## config.mk

```make
export PLATFORM = sky130hd
export DESIGN_NAME = dma_link_arbiter
export DESIGN_NICKNAME = d
export VERILOG_FILES = /design/src/rtl/dla_pkg.sv /design/src/rtl/dla_prio_pick.sv /design/src/rtl/dla_link_gen.sv /design/src/rtl/dma_link_arbiter.sv
export SDC_FILE = /design/constraint.sdc
export NUM_CORES = 1
export LEC_CHECK = 0
export ABC_CLOCK_PERIOD_IN_PS = 2700
export BUFFER_PORTS_ARGS = -buffer_cell sky130_fd_sc_hd__buf_2
export CAP_MARGIN = 10
export CELL_PAD_IN_SITES_DETAIL_PLACEMENT = 2
export CELL_PAD_IN_SITES_GLOBAL_PLACEMENT = 2
export CORE_MARGIN = 4
export CORE_UTILIZATION = 23
export DETAILED_ROUTE_END_ITERATION = 10
export PLACE_DENSITY = 0.94
export SKIP_LAST_GASP = 1
export SYNTH_ARGS = -nofsm -noshare
export SYNTH_HDL_FRONTEND = slang
export SYNTH_SLANG_ARGS = --single-unit
```

## constraint.sdc

```tcl
create_clock -name clk -period 2.7 [get_ports clk]
set_input_delay 0.135 -clock clk [delete_from_list [all_inputs] [get_ports clk]]
set_output_delay 0.135 -clock clk [all_outputs]
set_load 0.01 [all_outputs]
```

## src/rtl/dla_pkg.sv

```systemverilog
// Shared types for the DMA link arbiter.
package dla_pkg;
    // Link mode code per channel; the encoding is decoded by dla_link_gen.
    typedef enum logic [1:0] {
        LNK_OFF  = 2'b00,  // no linking
        LNK_BOTH = 2'b01,  // target A per steal transfer, target B at count end
        LNK_EACH = 2'b10,  // target A per steal transfer
        LNK_END  = 2'b11   // target A at count end
    } link_mode_e;
endpackage

```

## src/rtl/dla_prio_pick.sv

```systemverilog
// Fixed-priority picker: one-hot of the lowest-numbered set request bit.
// Assumes bit 0 is the highest priority; all-zero input gives all-zero output.
module dla_prio_pick #(
    parameter int NCH = 4
) (
    input  logic [NCH-1:0] req,
    output logic [NCH-1:0] pick
);
    // Scan from the lowest priority upward so the last hit is the winner.
    always_comb begin
        pick = '0;
        for (int i = NCH - 1; i >= 0; i--) begin
            if (req[i]) begin
                pick    = '0;
                pick[i] = 1'b1;
            end
        end
    end
endmodule

```

## src/rtl/dla_link_gen.sv

```systemverilog
// Link request generator: decodes the granted channel's link mode and
// events into a vector of target requests for the next cycle.
// Assumes grant is one-hot or zero; an error on the granted channel
// suppresses every link it would otherwise raise.
module dla_link_gen
    import dla_pkg::*;
#(
    parameter int NCH = 4,
    parameter int IDW = 2
) (
    input  logic [NCH-1:0]     grant,
    input  logic [NCH-1:0]     steal_done,
    input  logic [NCH-1:0]     cnt_end,
    input  logic [NCH-1:0]     err,
    input  logic [2*NCH-1:0]   mode,
    input  logic [IDW*NCH-1:0] tgt_a,
    input  logic [IDW*NCH-1:0] tgt_b,
    output logic [NCH-1:0]     link_d
);
    logic [NCH-1:0] fire_a;
    logic [NCH-1:0] fire_b;

    // Per-channel decision whether target A or target B is requested.
    for (genvar c = 0; c < NCH; c++) begin : g_ch
        link_mode_e m;
        logic       live;
        assign m    = link_mode_e'(mode[2*c +: 2]);
        assign live = grant[c] && !err[c];
        assign fire_a[c] = live &&
            ((steal_done[c] && (m == LNK_BOTH || m == LNK_EACH)) ||
             (cnt_end[c] && m == LNK_END));
        assign fire_b[c] = live && cnt_end[c] && (m == LNK_BOTH);
    end

    // Scatter the fired channels' targets into the request vector.
    always_comb begin
        link_d = '0;
        for (int c = 0; c < NCH; c++) begin
            if (fire_a[c]) link_d[tgt_a[c*IDW +: IDW]] = 1'b1;
            if (fire_b[c]) link_d[tgt_b[c*IDW +: IDW]] = 1'b1;
        end
    end
endmodule

```

## src/rtl/dma_link_arbiter.sv

```systemverilog
// Fixed-priority bus arbiter for DMA channels with per-channel linking.
// Grants the lowest-numbered pending channel while idle, holds the grant
// until the owner's release event, then passes through one idle cycle in
// which link pulses from the release join the external requests.
// Assumes event pulses are one cycle long; events of channels that do not
// hold the grant are ignored.
module dma_link_arbiter #(
    parameter int NCH = 4,
    localparam int IDW = (NCH > 1) ? $clog2(NCH) : 1
) (
    input  logic                 clk,
    input  logic                 rst_n,
    input  logic [NCH-1:0]       chan_req,
    input  logic [NCH-1:0]       chan_greedy,
    input  logic [2*NCH-1:0]     link_mode,
    input  logic [IDW*NCH-1:0]   link_tgt_a,
    input  logic [IDW*NCH-1:0]   link_tgt_b,
    input  logic [NCH-1:0]       xfer_done,
    input  logic [NCH-1:0]       count_zero,
    input  logic [NCH-1:0]       xfer_err,
    output logic [NCH-1:0]       grant,
    output logic [NCH-1:0]       link_req
);
    logic [NCH-1:0] grant_q, grant_d;
    logic [NCH-1:0] link_q, link_d;
    logic [NCH-1:0] steal_done;
    logic [NCH-1:0] winner;
    logic           busy;
    logic           release_ev;

    // A completed transfer only ends the tenure in cycle-steal mode.
    assign steal_done = xfer_done & ~chan_greedy;
    assign busy       = |grant_q;
    assign release_ev = |(grant_q & (steal_done | count_zero | xfer_err));

    dla_prio_pick #(.NCH(NCH)) u_pick (
        .req  (chan_req | link_q),
        .pick (winner)
    );

    dla_link_gen #(.NCH(NCH), .IDW(IDW)) u_link (
        .grant      (grant_q),
        .steal_done (steal_done),
        .cnt_end    (count_zero),
        .err        (xfer_err),
        .mode       (link_mode),
        .tgt_a      (link_tgt_a),
        .tgt_b      (link_tgt_b),
        .link_d     (link_d)
    );

    // Next grant: hold, release to idle, or arbitrate from idle.
    always_comb begin
        if (busy) grant_d = release_ev ? '0 : grant_q;
        else      grant_d = winner;
    end

    // Grant and link pulse registers.
    always_ff @(posedge clk) begin
        if (!rst_n) begin
            grant_q <= '0;
            link_q  <= '0;
        end else begin
            grant_q <= grant_d;
            link_q  <= link_d;
        end
    end

    assign grant    = grant_q;
    assign link_req = link_q;
endmodule

```

==> out/qor.csv <==
metric,value,unit
Final Critical Period,1.57,ns
root buf cell,clkbuf_8,
WP data arrival,1.73,ns
wire length per cell,17.0,um
setup bufs post-CTS,0,
fill cell count,448,
Seq cells post-synth,8,
number of synthesized flops with an enable pin,0,
data required time of the worst path,2.86,ns
Final setup viols,0,
Mapped Nets,172,
total die area,4880,um2
initial antenna violation count,0,
CTS tree,done,
main combinational cell family by area after synthesis,simple AND/OR/NAND/NOR gates,
register area share after synthesis,18.2,%
setup tns final,0,ns
Post-route DRC,0,
CP Launch Type,flip-flop,
max incr delay on CP,0.52,ns
max_cap viols,0,
"CP delay by family, top",simple AND/OR/NAND/NOR gates,
Nets,230,
kind of critical path,reg -> reg,
PostCTS Resize Cnt,0,
initial DRC count,47,
port bufs,53,
Vias,1132,
"reg-to-reg slack, setup",1.13,ns
GPL Wtd Cong,0.795,
final hold vios,0,
Final Max Slew Viols,0,
Buf/Inv on CP,0,
"Top FF cell, synth",dfxtp_1,
Max H-tree Level,1,
Max Buffers Root-to-Sink,2,
Unique masters post-synth,36,
worst-path maximum fanout,7,
period utilization,58.0,%
die height,69.9,um
Via density,5.10,
Synth Area in Compound Gates,25.3,%
row cnt,22,
largest net degree at the start of global routing,8,
Static Leak,0.604,nW
Avg Inst Size Synth,7.46,um2
post-synthesis mux area share,0,%
final wirelength,3.78,mm
Post-DP Area,1210,um2
Final Core Density,33.8,%
First-pass DRT Iterations,4,
Peak VDD IR,0.170,mV
Fin Hold WS,0.172,ns
fmax,0.639,GHz
HP Class,in -> reg,
adder-cell share of the synthesized area,11.4,%
CTS buffer count,3,
number of global-route vias before repair,1334,
core region area,3690,um2
register area,160,um2
CP max-delay cell,nor4_1,
Post-Synth XOR/XNOR Area,0,%
detailed placement HPWL,3.30,mm
Synth Warn #,0,
simple-gate portion of the synthesized area,39.2,%
area share of the largest cell type after synthesis,18.2,%
RSZ-0062 raised after global routing,no,
antenna cell count,0,
initial core utilization,23.9,%
"Reg clk slew, reported paths",0.04,ns
# clock sinks,8,
number of cells on the worst reg-to-reg path,5,
Yosys top cell by area,dfxtp_1,
worst-path cell chain,nor4_1 > nand2_1 > nor3_1 > o21ai_0 > a21oi_1,
Synth Cell Area,881,um2
GRT Total Usage,16.0,%
"Clk Latency, worst-skew pair",0.23,ns
Tot Pwr,0.000402,W
"antenna viol nets, final",0,
multi-input logic area,668,um2
ratio of cells with drive above 1 in the final layout,35.1,%
Rel. slew slack,64.0,%
Crit path depth,5,
"top cells by count, synth","14 x inv_1, 12 x nand2_1, 11 x nor2_1",
Die X,69.9,um
PD cells,322,nW/um2
top-count cell post-synth,inv_1,
I/O pin count,54,
asr flop ratio synth,0,%
status,completed,
first-pass GRT wire length,6.37,mm
hold bufs inserted after CTS,0,
Worst-Margin Slew,0.539,ns
grt total ovfl,0,
cells after synthesis,118,
WHS Path Cells,2,
skew final,0.00223,ns
cell area after layout,1250,um2
"Area growth, synth to finish",41.6,%
Setup crit end kind,flip-flop,
top area cells in the synthesized netlist,"dfxtp_1 18%, ha_1 11%, inv_1 6.0%",
## flip-flops by register name, indices dropped and copies added (netlist names)
register	cells
grant	4
link_req	4
## cells in the final DEF (no fill, tap or decap), drive strengths merged, types with 3 or more instances in the layout
cell type | netlist | routed
nand4b | 4 | 4
ha | 8 | 8
and4b | 3 | 3
nor2b | 4 | 4
o31ai | 3 | 3
nand3 | 3 | 3
nor3 | 8 | 8
nand2 | 12 | 12
nor2 | 11 | 11
inv | 14 | 14
dfxtp | 8 | 8
nor3b | 3 | 3
a22oi | 6 | 6
clkbuf | 0 | 3
or3b | 3 | 3
buf | 0 | 53
a21oi | 4 | 4
## worst register-to-register path, cell delays in order (launching register included)
cell and delay, ns:
dfxtp_1 0.37, nor4_1 0.52, nand2_1 0.13, nor3_1 0.22, o21ai_0 0.13, a21oi_1 0.14
## cell type report
| cell class | instances | area share (%) |
|---|---|---|
| tap | 48 | 4.81 |
| multi-input combinational | 96 | 53.6 |
| inverter | 14 | 4.21 |
| clock buffer | 3 | 3.31 |
| sequential | 8 | 12.8 |
| timing repair buffer | 53 | 21.3 |
## stage by stage
| step | std cells | setup WS (ns) |
|---|---|---|
| 2_1_floorplan | 118 | 1.20 |
| 4_1_cts | 222 | 1.11 |
| 6_report | 222 | 1.13 |
| 3_5_place_dp | 219 | 0.934 |
| 5_1_grt | 222 | 0.962 |
| 3_3_place_gp | 219 | 0.995 |
## where the power goes
group | switching (W) | leakage (nW) | internal (W) | total [W]
combinational | 0.0000667 | 0.517 | 0.0000555 | 0.000122
clock | 0.0000494 | 0.0216 | 0.0000968 | 0.000146
sequential | 0.00000900 | 0.0650 | 0.000124 | 0.000133
total | 0.000125 | 0.604 | 0.000277 | 0.000402
## worst paths after layout
kind,startpoint,to
worst max register to register,grant[1],grant[2]
worst min register to register,grant[0],grant[0]
worst max-delay path,grant[1],grant[2]
worst min-delay path,rst_n,link_req[1]
## routing by layer
layer  global-route usage (%)  wire length [um]  vias up
met5                        0                 0        -
met4                     4.04                36        0
met3                     3.02               208        4
met2                     28.2              1920       36
met1                     19.7              1620      537
li1                         -                 -      555
## cells by family after synthesis
kind of cell	after synthesis
adder cells (fa/ha/maj)	8
AND/OR/NAND/NOR	59
flip-flops	8
AO/OA/AOI/OAI	29
buffers and inverters	14
Note: power is estimated with default switching activity, not from simulation.
